--- config.mk ---
export PLATFORM = sky130hd
export DESIGN_NAME = sprint_act_ctrl
export DESIGN_NICKNAME = d
export VERILOG_FILES = /design/src/rtl/sprint_act_pkg.sv /design/src/rtl/sprint_level_clamp.sv /design/src/rtl/sprint_order_mask.sv /design/src/rtl/sprint_link_bits.sv /design/src/rtl/sprint_act_ctrl.sv
export SDC_FILE = /design/constraint.sdc
export NUM_CORES = 1
export LEC_CHECK = 0
export ABC_CLOCK_PERIOD_IN_PS = 1970
export BUFFER_PORTS_ARGS = -buffer_cell sky130_fd_sc_hd__buf_4
export CAP_MARGIN = 10
export CELL_PAD_IN_SITES_DETAIL_PLACEMENT = 1
export CELL_PAD_IN_SITES_GLOBAL_PLACEMENT = 1
export CORE_MARGIN = 2
export CORE_UTILIZATION = 38
export DETAILED_ROUTE_END_ITERATION = 16
export HOLD_SLACK_MARGIN = 0.12
export PLACE_DENSITY = 0.84
export SYNTH_ARGS = -nofsm -noshare
export SYNTH_HDL_FRONTEND = slang
export SYNTH_HIERARCHICAL = 1
export SYNTH_SLANG_ARGS = --single-unit
--- constraint.sdc ---
create_clock -name clk -period 1.97 [get_ports clk]
set_input_delay 0.0985 -clock clk [delete_from_list [all_inputs] [get_ports clk]]
set_output_delay 0.0985 -clock clk [all_outputs]
set_load 0.005 [all_outputs]
--- src/rtl/sprint_act_pkg.sv ---
package sprint_act_pkg;

    localparam int unsigned MESH_COLS = 4;
    localparam int unsigned MESH_ROWS = 4;
    localparam int unsigned NODE_CNT  = MESH_COLS * MESH_ROWS;
    localparam int unsigned LEVEL_W   = $clog2(NODE_CNT + 1);

    typedef logic [NODE_CNT-1:0] node_vec_t;

    typedef struct packed {
        node_vec_t en;
        node_vec_t link_e;
        node_vec_t link_w;
    } sprint_state_t;

    // squared distance of node n from the master corner (column 0, row 0)
    function automatic int unsigned sq_dist(input int unsigned n, input int unsigned cols);
        int unsigned x;
        int unsigned y;
        x = n % cols;
        y = n / cols;
        return x * x + y * y;
    endfunction

    // position of node n in the activation order: nearer first, lower index on ties
    function automatic int unsigned act_rank(input int unsigned n, input int unsigned cols,
                                             input int unsigned nodes);
        int unsigned r;
        int unsigned dn;
        r  = 0;
        dn = sq_dist(n, cols);
        for (int unsigned m = 0; m < nodes; m++) begin
            if ((sq_dist(m, cols) < dn) || ((sq_dist(m, cols) == dn) && (m < n)))
                r++;
        end
        return r;
    endfunction

endpackage

--- src/rtl/sprint_level_clamp.sv ---
module sprint_level_clamp #(
    parameter int unsigned NODES = sprint_act_pkg::NODE_CNT,
    parameter int unsigned LW    = $clog2(NODES + 1)
) (
    input  logic [LW-1:0] raw_level,
    output logic [LW-1:0] safe_level
);
    localparam logic [LW-1:0] MAX_LVL = LW'(NODES);

    always_comb begin
        if (raw_level == '0)
            safe_level = LW'(1);
        else if (raw_level > MAX_LVL)
            safe_level = MAX_LVL;
        else
            safe_level = raw_level;
    end
endmodule

--- src/rtl/sprint_order_mask.sv ---
module sprint_order_mask #(
    parameter int unsigned COLS = sprint_act_pkg::MESH_COLS,
    parameter int unsigned ROWS = sprint_act_pkg::MESH_ROWS,
    parameter int unsigned NODES = COLS * ROWS,
    parameter int unsigned LW    = $clog2(NODES + 1)
) (
    input  logic [LW-1:0]    level,
    output logic [NODES-1:0] en
);
    for (genvar n = 0; n < NODES; n++) begin : g_node
        localparam int unsigned RANK = sprint_act_pkg::act_rank(n, COLS, NODES);
        assign en[n] = (LW'(RANK) < level);
    end
endmodule

--- src/rtl/sprint_link_bits.sv ---
module sprint_link_bits #(
    parameter int unsigned COLS = sprint_act_pkg::MESH_COLS,
    parameter int unsigned ROWS = sprint_act_pkg::MESH_ROWS,
    parameter int unsigned NODES = COLS * ROWS
) (
    input  logic [NODES-1:0] en,
    output logic [NODES-1:0] link_e,
    output logic [NODES-1:0] link_w
);
    for (genvar n = 0; n < NODES; n++) begin : g_node
        if ((n % COLS) == COLS - 1) begin : g_east_edge
            assign link_e[n] = 1'b0;
        end else begin : g_east
            assign link_e[n] = en[n] & en[n+1];
        end
        if ((n % COLS) == 0) begin : g_west_edge
            assign link_w[n] = 1'b0;
        end else begin : g_west
            assign link_w[n] = en[n] & en[n-1];
        end
    end
endmodule

--- src/rtl/sprint_act_ctrl.sv ---
module sprint_act_ctrl
    import sprint_act_pkg::*;
(
    input  logic                clk,
    input  logic                rst,
    input  logic                req_valid,
    input  logic [LEVEL_W-1:0]  req_level,
    output logic [NODE_CNT-1:0] en_mask,
    output logic [NODE_CNT-1:0] link_east,
    output logic [NODE_CNT-1:0] link_west,
    output logic [NODE_CNT-1:0] gate_off,
    output logic                done
);
    localparam sprint_state_t RESET_STATE = '{en: NODE_CNT'(1), link_e: '0, link_w: '0};

    logic [LEVEL_W-1:0] safe_level;
    sprint_state_t      next_state;
    sprint_state_t      cur_state;
    logic               done_q;

    sprint_level_clamp #(.NODES(NODE_CNT), .LW(LEVEL_W)) u_clamp (
        .raw_level  (req_level),
        .safe_level (safe_level)
    );

    sprint_order_mask #(.COLS(MESH_COLS), .ROWS(MESH_ROWS), .NODES(NODE_CNT), .LW(LEVEL_W)) u_order (
        .level (safe_level),
        .en    (next_state.en)
    );

    sprint_link_bits #(.COLS(MESH_COLS), .ROWS(MESH_ROWS), .NODES(NODE_CNT)) u_links (
        .en     (next_state.en),
        .link_e (next_state.link_e),
        .link_w (next_state.link_w)
    );

    always_ff @(posedge clk) begin
        if (rst) begin
            cur_state <= RESET_STATE;
            done_q    <= 1'b0;
        end else begin
            done_q <= req_valid;
            if (req_valid)
                cur_state <= next_state;
        end
    end

    assign en_mask   = cur_state.en;
    assign link_east = cur_state.link_e;
    assign link_west = cur_state.link_w;
    assign gate_off  = ~cur_state.en;
    assign done      = done_q;
endmodule

# Word-level counts from Yosys, hierarchy flattened
# Index checks and enable logic that the tools add are counted.
dict set report word_totals {
  inputBits 8
  regBits 29
  word_cells 36
}
dict set report op_classes {
  mux 2
  reduce_logical 1
  bitwise 13
  order_cmp 17
}
# operator count
set op_table {}
lappend op_table {{$lt 4x5->1 const A} 8}
lappend op_table {{$lt 3x5->1 const A} 4}
lappend op_table {{$not 16->16} 1}
lappend op_table {{$and 1x1->1} 12}
lappend op_table {{$lt 1x5->1 const A} 2}
lappend op_table {{$lt 2x5->1 const A} 2}
lappend op_table {{$mux 5} 2}
lappend op_table {{$gt 5x5->1 const B} 1}
lappend op_table {{$logic_not 5->1} 1}

# Longest topological paths before layout
# Gate-level depths: netlist of the first run.
dict set report depth {
  word_depth 5
  depth_mapped 8
  ltp_nobuf 7
}

# Modules after synthesis
# Netlist of the first run, hierarchy kept.
# mod n_inst area_each_um2 seq_area_each_um2 cells_per_inst
set modules_own_cells {}
lappend modules_own_cells {sprint_act_ctrl 1 1813.0 980.9 174}
lappend modules_own_cells {sprint_link_bits 1 229.0 0.0 33}
lappend modules_own_cells {sprint_order_mask 1 147.6 0.0 26}
lappend modules_own_cells {sprint_level_clamp 1 37.5 0.0 7}

# Worst setup path before layout of the first run
# Ideal clock, no wire load.
dict set report synth_timing {
  path_type {input to register}
  from {input port req_level[4]}
  to {register cur_state, in the netlist link_west[1]}
  setup_slack_ns 0.411
  arrival_time_ns 1.442
  setup_time_ns 0.117
  required_ns 1.853
  path_stages 8
  path_cell_list {clkbuf_1 -> buf_6 -> or3_4 -> or3_1 -> and2_1 -> buf_4 -> mux2i_1 -> nor2_1}
}
# item line_no
set synth_lines {}
lappend synth_lines {{from (decl)} sprint_act_ctrl.sv:7} ;# input logic [LEVEL_W-1:0] req_level,
lappend synth_lines {{to (signal assigned)} sprint_act_ctrl.sv:44} ;# cur_state <= next_state;
lappend synth_lines {{to (decl)} sprint_act_ctrl.sv:18} ;# sprint_state_t cur_state;

==> flow_summary.ini, run 1 <==
[worst_setup_path]
r2r_slack_ns = 1.28
crit_path_end_kind = flip-flop
path_class = in -> reg
slowest_delay_ns = 0.39
cp.required_ns = 2.19
cpMaxStageDelayCell = a21oi_1
critPathBufInv = 1
cp_max_fo = 6
critPathLaunchType = primary input
cp.arrival_ns = 1.71
cp_top_family = compound AO/OA/AOI/OAI gates
crit_chain = buf_4 -> or3_1 -> a21oi_1 -> o21ai_1 -> o21bai_1 -> and2_1 -> mux2i_1 -> nor2_1

[clocking]
clk_pin_slew_ns = 0.08
htree_num_levels = 2
post_cts_buffers = 0
cts_tree = yes
clock_latency_ns = 0.28
hold_buffers = 0
clockRootBuffer = clkbuf_8
cts_resized = 0
numCtsBuffers = 5
clock-sinks = 49
clk_path_buf_depth = 2

[global_routing]
antenna_found_initial = 0
grt_pass1_wl_um = 7914
overflow = 0
grt.total_usage_pct = 15.66
grt_max_degree = 50
first_global_vias = 1635

[timing]
slew_viol_final = 0
setup-violations-final = 0
rsz0062_at_grt = false
period_share_pct = 75.22
tightest_slew_ns = 0.4991
fmax_ghz = 0.6749
finClkSkew_ns = 0
hold_violations = 0
tns_ns = 0
fin_crit_ns = 1.482
slew_headroom_pct = 66.66
hold_ws_ns = 0.1791

[synth]
synth-seq-area-share_pct = 44.04
ys_warn_count = 6
ys_seq_elements = 49
synth_cell_types = 24
avgSynthCellArea_um2 = 9.280
synth.top_cell.area_share_pct = 44.04
synthTopCellsByArea = dfxtp_1, mux2i_1, nor2_1
synth_area_mm2 = 0.002227
netlist.top_cell.by_area = dfxtp_1
syn_inst = 240

[pwr]
power.share.combinational_pct = 18.1
clockPowerShare_pct = 28.2
switchingPower_w = 0.0005091
p_per_area_mw_per_mm2 = 750.8
power.static_leakage_nw = 1.360
switching_share_pct = 24.99
ir_drop_mv = 0.3108
p_int_w = 0.001528
power_frac_seq_pct = 53.7

[placement]
dp_hpwl_um = 3598
portBuffers = 72
place_inst = 358
gp_congestion = 0.7466

[finish]
syn_to_final_growth_pct = 21.85
n_antenna_cell = 0
layout_common_cells = buf_4, nor2_1, dfxtp_1, mux2i_1, inv_1
drive_gt1_share_pct = 27.65
nets = 301
instances_no_fill = 365
final_common_cell = buf_4
final_util_pct = 48.69

[drt]
first_iter_violations = 53
drcViolationCount = 0
wire_per_inst_um = 13.25
via_per_inst = 4.553
vias = 1662
antenna_left = 0
dr.pass1.iters = 4
routed_wl_um = 4836

[die]
row_count = 27
die_h_um = 80.56
die_area_mm2 = 0.006489
die_w_um = 80.56
ios = 73
core_region_area_mm2 = 0.005574
start_util_pct = 39.96

[worst_hold_path]
worst_hold_path_type = in -> reg

[flow_run]
maxCapViolCount = 0

[outcome]
outcome = finished clean
==> path summary, 6_finish.rpt <==
path,from,cells past startpoint,endpoint
setup / recovery,req_level[2],8,link_east[12]
hold / removal,req_level[4],3,en_mask[15]
setup reg to reg,en_mask[3],2,en_mask[3]
hold reg to reg,link_east[3],2,link_east[3]
==> power groups by stage <==
stage / registers, W / clock network (W) / logic [W]
after floorplan: 0.00112 / 0 / 0.000243
after global placement: 0.00111 / 0 / 0.000364
after global routing: 0.00110 / 0.000647 / 0.000410
after detailed placement: 0.00112 / 0 / 0.000375
after CTS: 0.00110 / 0.000602 / 0.000376
final: 0.00109 / 0.000574 / 0.000369
==> tightest hold or removal path: stages <==
cell	delay [ns]
buf_4	0.17
mux2i_1	0.09
nor2_1	0.07
==> state kept, by name (all words and copies together), names as in the netlist <==
name / flops
done: 1
en_mask: 16
link_east: 16
link_west: 16
==> synthesized netlist by cell type <==
| cell type | number |
|---|---|
| nor2_1 | 51 |
| dfxtp_1 | 49 |
| mux2i_1 | 47 |
| buf_4 | 21 |
| inv_1 | 19 |
| and2_1 | 12 |
| nand2_1 | 7 |
| buf_8 | 4 |
| clkbuf_1 | 4 |
| nor2b_1 | 4 |
| a21oi_1 | 3 |
| buf_6 | 3 |
| o21bai_1 | 3 |
| buf_2 | 2 |
| or3_1 | 2 |
| a21o_1 | 1 |
| a41o_1 | 1 |
| conb_1 | 1 |
| inv_2 | 1 |
| nand2b_1 | 1 |
| nand3_1 | 1 |
| o211ai_1 | 1 |
| o21ai_1 | 1 |
| or3_4 | 1 |
==> cells by family after synthesis <==
group                  after synthesis  share of synthesized area, %
AND/OR/NAND/NOR                     79                         15.84
buffers and inverters               54                         15.79
flip-flops                          49                         44.04
multiplexers                        47                         21.12
AO/OA/AOI/OAI                       10                         3.033
other                                1                        0.1684
==> routing by layer <==
metal | vias to the layer above | GRT usage, % | wire length, um
met2 | 41 | 26.25 | 2302
met5 | - | 0 | 0
met3 | 2 | 4.045 | 259
li1 | 835 | - | -
met1 | 784 | 20.33 | 2259
met4 | 0 | 3.051 | 14
==> per-stage QoR <==
| step | power (W) | worst slack, ns | cell area [um^2] |
|---|---|---|---|
| after CTS | 0.002074 | 0.5011 | 2714 |
| after global routing | 0.002161 | 0.3205 | 2714 |
| after floorplan | 0.001359 | 0.4110 | 2253 |
| after global placement | 0.001479 | 0.2143 | 2628 |
| final | 0.002038 | 0.4883 | 2714 |
| after detailed placement | 0.001492 | 0.2044 | 2628 |
==> cell type report <==
type | instances | area [um^2]
fill | 670 | 2860
sequential | 49 | 980.9
multi-input combinational | 144 | 920.9
timing repair buffer | 73 | 560.5
tap | 72 | 90.09
clock buffer | 7 | 86.33
inverter | 20 | 75.07
(Power assumes the default switching activity.)
==> run 2, diff against run 1 <==
--- a/config.mk
+++ b/config.mk
@@ -5,16 +5,17 @@
 export SDC_FILE = /design/constraint.sdc
 export NUM_CORES = 1
 export LEC_CHECK = 0
-export ABC_CLOCK_PERIOD_IN_PS = 1970
+export ABC_AREA = 1
+export ABC_CLOCK_PERIOD_IN_PS = 1300
 export BUFFER_PORTS_ARGS = -buffer_cell sky130_fd_sc_hd__buf_4
 export CAP_MARGIN = 10
 export CELL_PAD_IN_SITES_DETAIL_PLACEMENT = 1
 export CELL_PAD_IN_SITES_GLOBAL_PLACEMENT = 1
 export CORE_MARGIN = 2
-export CORE_UTILIZATION = 38
+export CORE_UTILIZATION = 32
 export DETAILED_ROUTE_END_ITERATION = 16
 export HOLD_SLACK_MARGIN = 0.12
-export PLACE_DENSITY = 0.84
+export PLACE_DENSITY = 0.8
 export SYNTH_ARGS = -nofsm -noshare
 export SYNTH_HDL_FRONTEND = slang
 export SYNTH_HIERARCHICAL = 1
==> constraint.sdc (replaced) <==
create_clock -name clk -period 1.3 [get_ports clk]
set_input_delay 0.065 -clock clk [delete_from_list [all_inputs] [get_ports clk]]
set_output_delay 0.065 -clock clk [all_outputs]
set_load 0.005 [all_outputs]
==> run 2 against run 1 <==
Against the previous run:
- cell count rose by 58%
- setup slack got worse by 0.31 ns
- critical path depth rose by 6
- non-clock buffer count rose by 17
- sequential share of layout area fell by 5.7 points
- highest routed layer unchanged
- combinational power rose by 110%
- synthesized area rose by 13%
- clock power rose by 56%
- final area rose by 19%
==> flow_summary.ini, run 2 <==
[timing]
hold_violations = 0
fmax_ghz = 0.8916
hold_ws_ns = 0.1609
worst_slack_ns = 0.1785
period_share_pct = 86.27
fin_crit_ns = 1.122
setup-violations-final = 0
rsz0062_at_grt = true
finClkSkew_ns = 0
tns_ns = 0
slew_viol_final = 0

[synth]
synthArstFlopShare_pct = 0
synth_area_mm2 = 0.002516
synth-seq-area-share_pct = 38.99
synthTopCellsByArea = dfxtp_1, nand2_1, nor2_1
netlist.top_cell.by_area = dfxtp_1
yosys-top-cells-count = nand2_1, nor2_1, inv_1
yosys_most_used_dff = dfxtp_1
synth-edff-count = 0
ys_seq_elements = 49
ys_warn_count = 6
syn_inst = 410
avgSynthCellArea_um2 = 6.137
synth.top_cell.area_share_pct = 38.99
synth_cell_types = 20
synth_most_common_cell = nand2_1

[drt]
vias = 2364
routed_wl_um = 6260
dr.pass1.iters = 4
first_iter_violations = 61
via_per_inst = 4.090
wire_per_inst_um = 10.83
drcViolationCount = 0
antenna_left = 0

[die]
die_w_um = 92.68
die_area_mm2 = 0.008589
die_h_um = 92.68
core_region_area_mm2 = 0.007687
row_count = 32
ios = 73
start_util_pct = 32.73

[clocking]
cts_tree = yes
clock_latency_ns = 0.29
clk_pin_slew_ns = 0.08
clockRootBuffer = clkbuf_8
htree_num_levels = 2
clock-sinks = 49
clk_path_buf_depth = 2
numCtsBuffers = 5

[pwr]
ir_drop_mv = 0.4690
power.static_leakage_nw = 1.858
p_per_area_mw_per_mm2 = 1038

[worst_setup_path]
path_class = in -> reg
cp.arrival_ns = 1.35
cp_max_fo = 6
cp-startpoint = req_level[3]
crit_path_end_kind = flip-flop
critPathLaunchType = primary input
cp.required_ns = 1.53
r2r-start = en_mask[3]

[global_routing]
overflow = 0
grt.total_usage_pct = 15.48
grt_max_degree = 49
grt_pass1_wl_um = 10650
antenna_found_initial = 0
first_global_vias = 2326

[finish]
syn_to_final_growth_pct = 27.90
nFillCells = 1067
nets = 484
stdcell_area_mm2 = 0.003218
regArea_um2 = 980.9
drive_gt1_share_pct = 23.11
final_common_cell = nand2_1
layout_common_cells = nand2_1, nor2_1, buf_4, inv_1, dfxtp_1
n_antenna_cell = 0
multiInputGateArea_um2 = 980.9
instances_no_fill = 578

[placement]
place_area_mm2 = 0.003088
place_inst = 569
portBuffers = 72
dp_hpwl_um = 4751
pre_cts_ws_ns = -0.2985
gp_congestion = 0.8537

[worst_hold_path]
worst_hold_path_type = in -> reg
min-delay-start = req_valid

[flow_run]
maxCapViolCount = 0

[outcome]
outcome = finished clean
## run 2: changes by cell type after synthesis, sizes merged, moves of 6 or more
cell   before  now
nor2       51  103
mux2i      47    0
buf        30   36
nand2       7  119
inv        20   87
and2       12    0
## run 2: repair_timing
| item | 4_1_cts | 5_1_grt |
|---|---|---|
| hold buffers | 1 | 0 |
| pin swaps | 0 | 2 |
| buffers inserted | 0 | 1 |
| gates resized for setup | 1 | 11 |
| endpoints found under the setup margin | 2 | 16 |
| endpoints found under the hold margin | 1 | 0 |
## run 2: layer usage
layer | wire (um) | share of wire [%] | track usage [%]
met5 | 0 | 0 | 0
met4 | 34 | 0.54 | 3.676
met3 | 224 | 3.6 | 2.929
met2 | 3186 | 51 | 28.28
met1 | 2813 | 45 | 18.72
## run 2: path summary, 6_finish.rpt
| path | slack, ns | to | depth (start not counted) |
|---|---|---|---|
| min | 0.16 | done | 3 |
| max | 0.18 | link_west[2] | 14 |
| max reg2reg | 0.69 | en_mask[3] | 2 |
| min reg2reg | 0.47 | link_east[4] | 2 |
## run 2: metrics by stage
step / total power, W / utilization, %
final: 0.003342 / 41.86
after floorplan: 0.002164 / -
after CTS: 0.003407 / 41.42
after global placement: 0.002447 / 40.17
after detailed placement: 0.002477 / 40.17
after global routing: 0.003589 / 41.86
## run 2: cells by family after synthesis
| group | count (synthesis) | synth area share, % |
|---|---|---|
| other cells | 1 | 0.1490 |
| flops | 49 | 38.99 |
| compound gates | 8 | 1.840 |
| buf+inv | 125 | 24.12 |
| simple gates | 227 | 34.91 |
## run 2: worst max-delay path, cell delays in order
cell	delay [ns]
buf_4	0.11
nor2_1	0.10
nand2_1	0.10
a21oi_2	0.12
buf_4	0.14
o21ai_1	0.10
buf_4	0.17
nand2_2	0.08
nand2_1	0.08
inv_1	0.08
inv_1	0.04
nand2_1	0.05
nand2_1	0.04
nor2_1	0.07
## run 2: final cells by class
| type | instances | area share (%) |
|---|---|---|
| sequential | 49 | 30.48 |
| multi-input combinational | 243 | 30.48 |
| timing repair buffer | 90 | 22.24 |
| inverter | 87 | 10.15 |
| tap | 102 | 3.966 |
| clock buffer | 7 | 2.683 |
## run 2: where the power goes
group | internal [W] | total (W) | switching, W
clock | 0.000423 | 0.000898 | 0.000475
sequential | 0.00161 | 0.00168 | 0.0000691
combinational | 0.000370 | 0.000764 | 0.000393
total | 0.00240 | 0.00334 | 0.000937
